[config.mk]
export PLATFORM = sky130hd
export DESIGN_NAME = flag_alu
export DESIGN_NICKNAME = d
export VERILOG_FILES = /design/src/rtl/alu_pkg.sv /design/src/rtl/alu_ctrl.sv /design/src/rtl/alu_path.sv /design/src/rtl/flag_alu.sv
export SDC_FILE = /design/constraint.sdc
export NUM_CORES = 1
export LEC_CHECK = 0
export BUFFER_PORTS_ARGS = -buffer_cell sky130_fd_sc_hd__clkbuf_2
export CAP_MARGIN = 25
export CORE_AREA = 2 2 74 76
export CTS_CLUSTER_DIAMETER = 100
export DETAILED_ROUTE_END_ITERATION = 8
export DIE_AREA = 0 0 76 78
export PLACE_DENSITY = 0.91
export SETUP_SLACK_MARGIN = 0.2
export SLEW_MARGIN = 10
export SYNTH_ARGS = -nofsm -noshare
export SYNTH_HDL_FRONTEND = slang
export SYNTH_SLANG_ARGS = --single-unit
[constraint.sdc]
create_clock -name clk -period 7.3 [get_ports clk]
set_input_delay 0 -clock clk [delete_from_list [all_inputs] [get_ports clk]]
set_output_delay 0 -clock clk [all_outputs]
set_load 0.03 [all_outputs]
[src/rtl/alu_pkg.sv]
package alu_pkg;
  localparam int DATA_W   = 16;
  localparam int NARROW_W = 8;

  typedef enum logic [2:0] {
    FN_ADD  = 3'd0,
    FN_SUB  = 3'd1,
    FN_AND  = 3'd2,
    FN_OR   = 3'd3,
    FN_XOR  = 3'd4,
    FN_PASB = 3'd5,
    FN_ANDN = 3'd6,
    FN_PASA = 3'd7
  } aluFn_e;

  typedef struct packed {
    logic v;
    logic s;
    logic c;
    logic z;
  } flags_t;

  typedef struct packed {
    aluFn_e fn;
    logic   arith;
    logic   invB;
    logic   useHeldC;
    logic   wide;
    logic   latch;
  } strobe_t;
endpackage

[src/rtl/alu_ctrl.sv]
module alu_ctrl
  import alu_pkg::*;
(
  input  logic [1:0] opSel,
  input  logic [2:0] irOp,
  input  logic       wide,
  input  logic       carrySel,
  input  logic       latchFlags,
  output strobe_t    strobe
);
  aluFn_e fn;

  always_comb begin
    unique case (opSel)
      2'd0:    fn = aluFn_e'(irOp);
      2'd1:    fn = FN_AND;
      2'd2:    fn = FN_SUB;
      default: fn = FN_ADD;
    endcase
  end

  always_comb begin
    strobe.fn       = fn;
    strobe.arith    = (fn == FN_ADD) || (fn == FN_SUB);
    strobe.invB     = (fn == FN_SUB);
    strobe.useHeldC = carrySel && ((fn == FN_ADD) || (fn == FN_SUB));
    strobe.wide     = wide;
    strobe.latch    = latchFlags;
  end
endmodule

[src/rtl/alu_path.sv]
module alu_path
  import alu_pkg::*;
#(
  parameter int DW = DATA_W,
  parameter int NW = NARROW_W
) (
  input  logic          clk,
  input  logic          rstN,
  input  strobe_t       strobe,
  input  logic [DW-1:0] opA,
  input  logic [DW-1:0] opB,
  output logic [DW-1:0] result,
  output logic [DW-1:0] shiftOut,
  output flags_t        rawFlags,
  output flags_t        heldFlags,
  output logic          ltU,
  output logic          leU,
  output logic          ltS,
  output logic          leS
);
  localparam int HW = DW - NW;

  logic [DW-1:0] bIn;
  logic          cin;
  logic [DW:0]   sumW;
  logic [NW:0]   sumN;
  logic [DW-1:0] logicOut;
  logic [DW-1:0] fullRes;
  flags_t        wideFlags;
  flags_t        narrowFlags;

  assign bIn = strobe.invB ? ~opB : opB;
  assign cin = strobe.useHeldC ? heldFlags.c : strobe.invB;

  assign sumW = {1'b0, opA} + {1'b0, bIn} + {{DW{1'b0}}, cin};
  assign sumN = {1'b0, opA[NW-1:0]} + {1'b0, bIn[NW-1:0]} + {{NW{1'b0}}, cin};

  always_comb begin
    unique case (strobe.fn)
      FN_AND:  logicOut = opA & opB;
      FN_OR:   logicOut = opA | opB;
      FN_XOR:  logicOut = opA ^ opB;
      FN_PASB: logicOut = opB;
      FN_ANDN: logicOut = opA & ~opB;
      default: logicOut = opA;
    endcase
  end

  assign fullRes = strobe.arith ? sumW[DW-1:0] : logicOut;

  always_comb begin
    wideFlags.z = (fullRes == '0);
    wideFlags.s = fullRes[DW-1];
    wideFlags.c = strobe.arith && sumW[DW];
    wideFlags.v = strobe.arith && (opA[DW-1] == bIn[DW-1]) && (sumW[DW-1] != opA[DW-1]);
  end

  always_comb begin
    narrowFlags.z = (fullRes[NW-1:0] == '0);
    narrowFlags.s = fullRes[NW-1];
    narrowFlags.c = strobe.arith && sumN[NW];
    narrowFlags.v = strobe.arith && (opA[NW-1] == bIn[NW-1]) && (sumN[NW-1] != opA[NW-1]);
  end

  always_comb begin
    if (strobe.wide) begin
      result   = fullRes;
      shiftOut = {1'b0, fullRes[DW-1:1]};
      rawFlags = wideFlags;
    end else begin
      result   = {{HW{1'b0}}, fullRes[NW-1:0]};
      shiftOut = {{(HW+1){1'b0}}, fullRes[NW-1:1]};
      rawFlags = narrowFlags;
    end
  end

  always_ff @(posedge clk or negedge rstN) begin
    if (!rstN)             heldFlags <= '0;
    else if (strobe.latch) heldFlags <= rawFlags;
  end

  assign ltU = ~heldFlags.c;
  assign leU = ~heldFlags.c | heldFlags.z;
  assign ltS = heldFlags.s ^ heldFlags.v;
  assign leS = (heldFlags.s ^ heldFlags.v) | heldFlags.z;
endmodule

[src/rtl/flag_alu.sv]
module flag_alu
  import alu_pkg::*;
(
  input  logic        clk,
  input  logic        rstN,
  input  logic [15:0] opA,
  input  logic [15:0] opB,
  input  logic [1:0]  opSel,
  input  logic [2:0]  irOp,
  input  logic        wide,
  input  logic        carrySel,
  input  logic        latchFlags,
  output logic [15:0] result,
  output logic [15:0] shiftOut,
  output logic [3:0]  rawFlags,
  output logic [3:0]  heldFlags,
  output logic        ltU,
  output logic        leU,
  output logic        ltS,
  output logic        leS
);
  strobe_t strobe;
  flags_t  rawF;
  flags_t  heldF;

  alu_ctrl u_ctrl (
    .opSel      (opSel),
    .irOp       (irOp),
    .wide       (wide),
    .carrySel   (carrySel),
    .latchFlags (latchFlags),
    .strobe     (strobe)
  );

  alu_path #(.DW(16), .NW(8)) u_path (
    .clk       (clk),
    .rstN      (rstN),
    .strobe    (strobe),
    .opA       (opA),
    .opB       (opB),
    .result    (result),
    .shiftOut  (shiftOut),
    .rawFlags  (rawF),
    .heldFlags (heldF),
    .ltU       (ltU),
    .leU       (leU),
    .ltS       (ltS),
    .leS       (leS)
  );

  assign rawFlags  = rawF;
  assign heldFlags = heldF;
endmodule

=== Word-level counts from Yosys, hierarchy flattened ===
Cells that the tools add are included.

* Bits of input ports: 42
* Output and inout port bits: 44
* Register bits: 4
* Word-level logic and storage cells: 49

* Add/sub/neg operators: 4
* Mux-type cells: 8
* Equality and inequality tests: 12
* Reductions and logical operators: 12
* Bitwise gates (word level): 9

{| class="wikitable"
|+ Operator list
! operator !! number
|-
| 16-bit one-hot mux with 5 select lines || 1
|-
| 16-bit two-way mux || 3
|-
| 16-bit bitwise AND || 2
|-
| 16-bit by 16-bit adder with 17-bit output || 1
|-
| 17-bit by 1-bit adder with 17-bit output || 1
|-
| 16-bit logical NOT || 1
|-
| 16-bit inverter || 1
|-
| 16-bit bitwise OR || 1
|-
| 16-bit XOR || 1
|-
| 15-bit two-way mux || 1
|-
| 8-bit by 8-bit adder with 9-bit output || 1
|-
| 9-bit by 1-bit adder with 9-bit output || 1
|-
| 3-bit == test (second input constant) || 3
|-
| 3-bit one-hot mux with 3 select lines || 1
|-
| 8-bit logical NOT || 1
|-
| 1-bit logical AND || 7
|-
| 3-bit by 2-bit == test with 1-bit output (second input constant) || 2
|-
| 4-bit two-way mux || 1
|-
| 3-bit by 1-bit == test with 1-bit output (second input constant) || 1
|-
| 3-bit logical NOT || 1
|-
| 1-bit == test || 2
|-
| 2-bit by 1-bit == test with 1-bit output (second input constant) || 1
|-
| 2-bit == test (second input constant) || 1
|-
| 2-bit logical NOT || 1
|-
| 6 further kinds || 8
|}

=== Longest topological paths before layout ===
Gate-level depths: netlist (run 1).

* Depth in word-level cells: 10
* Gate-level depth with buffers: 20
* Gate-level depth less buffers: 16

=== Modules after synthesis ===
Synthesis (run 1) repeated with hierarchy kept, for this count alone.

* Cells, all modules: 425
* Area total of the unflattened synthesis: 2981.6 sq um

{| class="wikitable"
|+ By module, submodules not included
! module !! sequential area each (sq um) !! area each (sq um) !! instances !! cells each
|-
| alu_path || 100.1 || 2907.8 || 1 || 412
|-
| alu_ctrl || 0.0 || 73.8 || 1 || 13
|}

=== Worst setup path before layout (run 1) ===
No wires, ideal clock.

* Path kind: in2reg
* Start point: input port irOp[2]
* End point: register, netlist name u_path.heldFlags[0]
* Setup time: 69 ps
* Data arrival time: 4785 ps
* Path buffers: 4
* Required time: 7231 ps
* Slack: 2446 ps
* Stages on the path: 20
* Path through: buf_6 nor3_1 nor2_2 clkbuf_1 or3_1 clkbuf_1 buf_2 xnor2_1 fa_1 inv_1 fa_1 a21o_1 a221oi_2 xnor2_1 nor2_1 a31oi_1 nor4_2 nand2_1 o41ai_2 mux2_2

* Cells in the longest elaborated chain, start to end: 9
* Elaborated cells between the ends (all ways): 19
* Those cells by class: add/sub: 2; eq/ne: 6; mux: 6; reduce/logical: 5

{| class="wikitable"
|+ RTL lines
! element !! line !! text
|-
| start, declared || flag_alu.sv:9 || <nowiki>input logic [2:0] irOp,</nowiki>
|-
| 3-bit one-hot mux with 3 select lines (*) || alu_ctrl.sv:14 || <nowiki>unique case (opSel)</nowiki>
|-
| parallel branches: the longest is 5 deep, another holds 16-bit by 16-bit adder with 17-bit output || -- ||
|-
| 16-bit two-way mux (*) || alu_path.sv:49 || <nowiki>assign fullRes = strobe.arith ? sumW[DW-1:0] : logicOut;</nowiki>
|-
| 16-bit logical NOT / 8-bit logical NOT (equally long branches) || alu_path.sv:52, alu_path.sv:59 ||
|-
| 4-bit two-way mux (*) || alu_path.sv:66 || <nowiki>if (strobe.wide) begin</nowiki>
|-
| named net rawFlags[0] || flag_alu.sv:15 || <nowiki>output logic [3:0] rawFlags,</nowiki>
|}

Mark *: on every way through the listed nets, which the timed path passes.
A chain may end at the register's enable or synchronous reset.

=== Worst setup path after layout (run 1) ===
* Start point: input port opSel[0]
* End point: output port rawFlags[0]

* Cells in the longest elaborated chain, start to end: 10
* Elaborated cells between the ends (all ways): 22
* Those cells by class: add/sub: 2; eq/ne: 8; mux: 6; reduce/logical: 6

{| class="wikitable"
|+ RTL lines
! element !! line !! text
|-
| start, declared || flag_alu.sv:8 || <nowiki>input logic [1:0] opSel,</nowiki>
|-
| 2-bit == test, or another cell as far along || alu_ctrl.sv:14 ||
|-
| 3-bit one-hot mux with 3 select lines (*) || alu_ctrl.sv:14 ||
|-
| parallel branches: the longest is 5 deep, another holds 16-bit by 16-bit adder with 17-bit output || -- ||
|-
| 16-bit two-way mux (*) || alu_path.sv:49 ||
|-
| 16-bit logical NOT / 8-bit logical NOT (equally long branches) || alu_path.sv:52, alu_path.sv:59 ||
|-
| 4-bit two-way mux (*) || alu_path.sv:66 ||
|-
| end, declared || flag_alu.sv:15 ||
|}

Every way passes the cells marked *.

==> results.sh, run 1 <==
export IMPL_crit_type="input pin to output port"
export IMPL_layout_common_cells="clkbuf_2 (84), inv_1 (41), a21oi_1 (36)"
export IMPL_tns_ps=0
export IMPL_pwr_share_seq=0.058
export IMPL_clockBufferDepth=2
export IMPL_combPwrFrac=0.841
export IMPL_synthToLayoutAreaGrowth_pct=10.7
export IMPL_grt_pass1_vias=3087
export IMPL_cts_root_buffer="clkbuf_8"
export IMPL_vias=3420
export IMPL_io_pins=86
export IMPL_routedWlPerCell_um=16.9
export IMPL_fmax_mhz=195
export IMPL_timing_hold_ws_ps=49.4
export IMPL_ant_nets=0
export IMPL_reg2reg_depth=15
export IMPL_whs_endpoint="u_path.heldFlags[1]$_DFFE_PN0P_"
export IMPL_internal_power_mw=0.197
export IMPL_synth_area_leaders="ha_1 (13%), xnor2_1 (7.2%), a21oi_1 (6.2%)"
export IMPL_core_area_um2=5040
export IMPL_maxCapViolations=0
export IMPL_switchingPower_mw=0.281
export IMPL_seq_area_frac_synth=0.0345
export IMPL_drive_above_1_share=0.239
export IMPL_yosys_area_top_type="ha_1"
export IMPL_hold_path_depth=2
export IMPL_antenna_found_initial=0
export IMPL_reg2reg_to="u_path.heldFlags[0]$_DFFE_PN0P_"
export IMPL_track_usage=0.301
export IMPL_die_w_um=76
export IMPL_final_max_slew_viol_count=0
export IMPL_clk_pin_slew_ps=30
export IMPL_rows=26
export IMPL_dieHeight_um=78
export IMPL_largest_register="u_path.heldFlags"
export IMPL_status="complete, no violations"
export IMPL_switching_share=0.587
export IMPL_post_route_util=0.637
export IMPL_hold_viol=0
export IMPL_start_util=0.576
export IMPL_period_share=0.704
export IMPL_largestRegisters="u_path.heldFlags: 4 flops"
export IMPL_cts_htree_levels=1
export IMPL_place_hpwl_um=7120
export IMPL_avgSynthCellArea_um2=7.05
export IMPL_cts_tree="done"
export IMPL_p_per_area_nw_per_um2=149
export IMPL_nets=541
export IMPL_cp_data_arrival_time_ps=5140
export IMPL_largest_reg_flops=4
export IMPL_place_congestion=0.982
export IMPL_power_mw=0.478
export IMPL_rsz0062_at_grt="false"
export IMPL_drt_iter0_drc=362
export IMPL_cp_end_kind="output port"
export IMPL_max_slew_margin=0.371
export IMPL_cts_sinks=4
export IMPL_async_reset_ff_frac=1.00
export IMPL_pwr_share_clk=0.100
export IMPL_overflow=0
export IMPL_fin_worst_skew_ps=3.27
export IMPL_grt_pass1_wl_um=14900
export IMPL_worst_setup_path_start_kind="input pin"
export IMPL_first_pass_iters=5
export IMPL_hold_start="latchFlags"
export IMPL_final_common_cell="clkbuf_2"
export IMPL_synth_top_area_frac=0.134
export IMPL_syn_inst=412
export IMPL_fill_cells=456
export IMPL_syn_num_nets=487
export IMPL_synth_ff_type="dfrtp_1"
export IMPL_routed_wl_um=9050
export IMPL_vias_per_cell=6.40
export IMPL_cts_resized=0
export IMPL_synth_edf_count=0
export IMPL_ys_ff_latch=4
export IMPL_setup_viol=0
export IMPL_rrSetupSlack_ps=3780
export IMPL_n_antenna_cell=0
export IMPL_drcViolationCount=0
export IMPL_crit_required_ps=7300
export IMPL_clk_latency_ps=220
export IMPL_ys_warn_count=0
export IMPL_netlist_cell_type_count=74
export IMPL_port_buffer_count=84
export IMPL_ir_worst_vdd_v=0.0000915
export IMPL_critPathMaxFanout=30
export IMPL_cts_buffers=3
export IMPL_syn_area_um2=2900
export IMPL_leakagePower_nw=1.61
export IMPL_grt_start_max_net_pins=31
export IMPL_tightest_slew_ps=936
export IMPL_finalCriticalPeriod_ps=5140
export IMPL_reg2reg_from="u_path.heldFlags[1]$_DFFE_PN0P_"
export IMPL_hold_path_class="input pin to flop"
export IMPL_dieArea_um2=5930
kinds of logic (layout without fill, tap and decap cells):
kind of cell,after synthesis,in the layout,share of synthesized area
mux,6,6,0.0224
xor+xnor,30,30,0.0905
other cells,1,1,0.00129
flops,4,4,0.0345
simple gates,119,119,0.219
buf+inv,79,131,0.143
compound gates,140,140,0.343
fa+ha+maj,33,33,0.147
cell usage after synthesis, types with 6 or more instances:
| master | instances |
|---|---|
| inv_1 | 41 |
| a21oi_1 | 36 |
| ha_1 | 31 |
| nand2_1 | 29 |
| nor2_1 | 29 |
| xnor2_1 | 24 |
| o21ai_0 | 21 |
| buf_4 | 19 |
| nand2b_1 | 14 |
| nor3_1 | 12 |
| a31oi_1 | 11 |
| a211oi_1 | 7 |
| a21o_1 | 7 |
| buf_2 | 7 |
| clkbuf_1 | 6 |
| o211ai_1 | 6 |
| xor2_1 | 6 |
worst max-delay path by stage:
stage / start / endpoint / slack (ps) / cells past startpoint
2_1_floorplan: irOp[2] / u_path.heldFlags[0]$_DFFE_PN0P_ / 2450 / 20
3_3_place_gp: opSel[0] / u_path.heldFlags[0]$_DFFE_PN0P_ / 2460 / 17
3_5_place_dp: opSel[0] / u_path.heldFlags[0]$_DFFE_PN0P_ / 2340 / 17
4_1_cts: opSel[0] / rawFlags[0] / 2310 / 17
5_1_grt: opSel[0] / rawFlags[0] / 1780 / 17
6_report: opSel[0] / rawFlags[0] / 2160 / 17
repair_timing:
item | CTS | global route
hold endpoints to repair | 4 | 0
buffers inserted | 0 | 0
hold buffers | 1 | 0
worst max-delay path, cell delays in order:
cell and delay, ps:
clkbuf_2 420, nor3_1 180, nor2_2 650, or3_1 760
xnor2_1 220, fa_1 240, inv_1 80, fa_1 410
a21o_1 200, a221oi_2 400, xnor2_1 120, nor2_1 110
a31oi_1 90, nor4_2 460, nand2_1 110, o41ai_2 380
clkbuf_2 280
through the flow:
stage / worst slack, ps / area [um^2] / std cells
final: 2160 / 3210 / 534
after global routing: 1780 / 3210 / 534
after CTS: 2310 / 3210 / 534
after detailed placement: 2340 / 3160 / 530
after global placement: 2460 / 3160 / 529
after floorplan: 2450 / 2900 / 412
area by class of cell:
cell class	count	area [um^2]	share of cell area
Tap cell	70	87.6	0.0272
Clock buffer	3	41.3	0.0128
Timing Repair Buffer	86	438	0.136
Inverter	42	158	0.0490
Sequential cell	4	100	0.0311
Multi-Input combinational cell	329	2390	0.743
power by group through the flow:
stage | combinational, mW | sequential, mW | clock [mW]
2_1_floorplan | 0.310 | 0.0329 | 0
3_3_place_gp | 0.384 | 0.0281 | 0
3_5_place_dp | 0.394 | 0.0282 | 0
4_1_cts | 0.396 | 0.0279 | 0.0482
5_1_grt | 0.434 | 0.0282 | 0.0502
6_report | 0.402 | 0.0280 | 0.0479
routing by layer:
layer  share of wire  vias up  GRT usage
li1                -     1596          -
met1            0.39     1579      0.378
met2            0.49      210      0.548
met3           0.084       35     0.0244
met4           0.032        0     0.0927
met5               0        -          0
Note: power is estimated with default switching activity, not from simulation.
==> run 2, diff against run 1 <==
--- a/config.mk
+++ b/config.mk
@@ -7,11 +7,11 @@
 export LEC_CHECK = 0
 export BUFFER_PORTS_ARGS = -buffer_cell sky130_fd_sc_hd__clkbuf_2
 export CAP_MARGIN = 25
-export CORE_AREA = 2 2 74 76
+export CORE_AREA = 2 2 80 82
 export CTS_CLUSTER_DIAMETER = 100
 export DETAILED_ROUTE_END_ITERATION = 8
-export DIE_AREA = 0 0 76 78
-export PLACE_DENSITY = 0.91
+export DIE_AREA = 0 0 82 84
+export PLACE_DENSITY = 0.82
 export SETUP_SLACK_MARGIN = 0.2
 export SLEW_MARGIN = 10
 export SYNTH_ARGS = -nofsm -noshare
==> constraint.sdc (replaced) <==
create_clock -name clk -period 4.5 [get_ports clk]
set_input_delay 0 -clock clk [delete_from_list [all_inputs] [get_ports clk]]
set_output_delay 0 -clock clk [all_outputs]
set_load 0.03 [all_outputs]
==> run 2 against run 1 <==
Effect of this change: die area rose by 16%; global-route usage fell by 3.0 points; clock power rose by 65%; final area rose by 3.0%; cell count rose by 2.6%; total power rose by 64%; first-iteration DRC count fell by 12%; non-clock buffer count rose by 7; critical endpoint unchanged; highest routed layer unchanged.
==> results.sh, run 2 (synthesis results as in run 1) <==
export IMPL_status="complete, no violations"
export IMPL_crit_slowest_cell="fa_1"
export IMPL_switchingPower_mw=0.461
export IMPL_p_per_area_nw_per_um2=238
export IMPL_cp_slowest_stage_delay_ps=450
export IMPL_hold_start="latchFlags"
export IMPL_period_share=0.867
export IMPL_cts_root_buffer="clkbuf_8"
export IMPL_grt_start_max_net_pins=30
export IMPL_tightest_slew_ps=1040
export IMPL_fill_cells=599
export IMPL_max_slew_margin=0.300
export IMPL_rsz0062_at_grt="false"
export IMPL_internal_power_mw=0.326
export IMPL_final_max_slew_viol_count=0
export IMPL_cts_sinks=4
export IMPL_switching_share=0.586
export IMPL_n_antenna_cell=0
export IMPL_routed_wl_um=9360
export IMPL_place_congestion=0.921
export IMPL_synthToLayoutAreaGrowth_pct=14.0
export IMPL_maxCapViolations=0
export IMPL_hold_viol=0
export IMPL_reg2reg_to="u_path.heldFlags[0]$_DFFE_PN0P_"
export IMPL_first_pass_iters=5
export IMPL_final_common_cell="clkbuf_2"
export IMPL_fmax_mhz=256
export IMPL_reg2reg_depth=15
export IMPL_cts_htree_levels=1
export IMPL_io_pins=86
export IMPL_worst_setup_path_start_kind="input pin"
export IMPL_dieHeight_um=84
export IMPL_crit_type="input pin to output port"
export IMPL_cp_end_kind="output port"
export IMPL_overflow=0
export IMPL_ant_nets=0
export IMPL_tns_ps=0
export IMPL_track_usage=0.271
export IMPL_drcViolationCount=0
export IMPL_setup_viol=0
export IMPL_hold_path_class="input pin to flop"
export IMPL_cp_cell_sequence="clkbuf_2 > nor3_4 > nor2_2 > or3_1 > buf_4 > xnor2_1 > fa_1 > a21o_1 > a221oi_2 > o31a_1 > nand2b_1 > and4b_1 > nor3_1 > nand4_1 > o41ai_4 > clkbuf_2"
export IMPL_pwr_share_clk=0.101
export IMPL_ir_worst_vdd_v=0.000146
export IMPL_rows=29
export IMPL_whs_endpoint="u_path.heldFlags[1]$_DFFE_PN0P_"
export IMPL_cts_buffers=3
export IMPL_vias=3479
export IMPL_largest_register="u_path.heldFlags"
export IMPL_port_buffer_count=84
export IMPL_pwr_share_seq=0.058
export IMPL_largestRegisters="u_path.heldFlags: 4 flops"
export IMPL_crit_required_ps=4500
export IMPL_vias_per_cell=6.35
export IMPL_cts_tree="done"
export IMPL_grt_pass1_wl_um=15100
export IMPL_grt_pass1_vias=3324
export IMPL_start_util=0.476
export IMPL_drt_iter0_drc=318
export IMPL_finalCriticalPeriod_ps=3900
export IMPL_drive_above_1_share=0.255
export IMPL_clk_latency_ps=220
export IMPL_cpMostUsedCell="clkbuf_2"
export IMPL_largest_reg_flops=4
export IMPL_timing_hold_ws_ps=64.5
export IMPL_critPathMaxFanout=15
export IMPL_fin_worst_skew_ps=0.362
export IMPL_reg2reg_from="u_path.heldFlags[1]$_DFFE_PN0P_"
export IMPL_dieArea_um2=6890
export IMPL_clockBufferDepth=2
export IMPL_cp_data_arrival_time_ps=3900
export IMPL_routedWlPerCell_um=17.1
export IMPL_nets=548
export IMPL_layout_common_cells="clkbuf_2 (84), inv_1 (41), a21oi_1 (36)"
export IMPL_leakagePower_nw=1.68
export IMPL_hold_path_depth=2
export IMPL_rrSetupSlack_ps=980
export IMPL_post_cts_setup_buffer_count=0
export IMPL_combPwrFrac=0.841
export IMPL_antenna_found_initial=0
export IMPL_core_area_um2=6100
export IMPL_die_w_um=82
export IMPL_clk_pin_slew_ps=30
export IMPL_place_hpwl_um=7230
## run 2: cell count changes in the layout (fill, tap and decap cells not counted)
cell	delta
xnor2_1	-1
nor3_1	-1
buf_4	+7
nor3_4	+1
o41ai_4	+1
o41ai_2	-1
xnor2_2	+1
mux2_4	+1
mux2_2	-1
## run 2: stage by stage
step / utilization / total power, mW / worst slack, ps / instance area (um^2) / cells
after global routing: 0.543 / 0.843 / 268 / 3310 / 548
after global placement: 0.533 / 0.682 / 701 / 3250 / 543
after floorplan: - / 0.562 / 212 / 2950 / 412
after CTS: 0.542 / 0.778 / 607 / 3300 / 547
after detailed placement: 0.533 / 0.694 / 608 / 3250 / 543
final: 0.543 / 0.786 / 600 / 3310 / 548
## run 2: what timing repair did
action                                 4_1_cts  5_1_grt
hold buffers                                 1        0
endpoints found under the hold margin        4        0
resized for setup                            0        0
## run 2: layout make-up
cell class / instances / area, um^2 / area share
Multi-Input combinational cell: 329 / 2420 / 0.732
Timing Repair Buffer: 93 / 490 / 0.148
Inverter: 42 / 158 / 0.0476
Sequential cell: 4 / 100 / 0.0302
Tap cell: 77 / 96.3 / 0.0291
Clock buffer: 3 / 41.3 / 0.0125
## run 2: power by group through the flow
stage | clock network (mW) | logic [mW] | registers (mW)
2_1_floorplan | 0 | 0.508 | 0.0533
3_3_place_gp | 0 | 0.636 | 0.0459
3_5_place_dp | 0 | 0.648 | 0.0459
4_1_cts | 0.0795 | 0.653 | 0.0454
5_1_grt | 0.0833 | 0.714 | 0.0458
6_report | 0.0792 | 0.662 | 0.0455
## run 2: worst max path at each step
stage,slack [ps],start,cells past startpoint,to
global route,270,irOp[1],16,rawFlags[0]
floorplan,210,irOp[2],20,u_path.heldFlags[0]$_DFFE_PN0P_
global placement,700,irOp[1],16,rawFlags[0]
CTS,610,irOp[1],16,rawFlags[0]
finish,600,irOp[1],16,rawFlags[0]
detailed placement,610,irOp[1],16,u_path.heldFlags[0]$_DFFE_PN0P_
## run 2: per-layer routing
| layer | track usage | part of all wire |
|---|---|---|
| met3 | 0.0314 | 0.086 |
| met4 | 0.109 | 0.041 |
| met5 | 0 | 0 |
| met1 | 0.352 | 0.40 |
| met2 | 0.446 | 0.47 |
## run 2: worst max-delay path, delay by kind of cell
family / cells / cell delay, ps
AOI/OAI and AO/OA: 4 / 1240
adders and majority gates: 1 / 450
and+or+nand+nor: 7 / 1410
buffers and inverters: 3 / 620
xor gates and xnor gates: 1 / 190
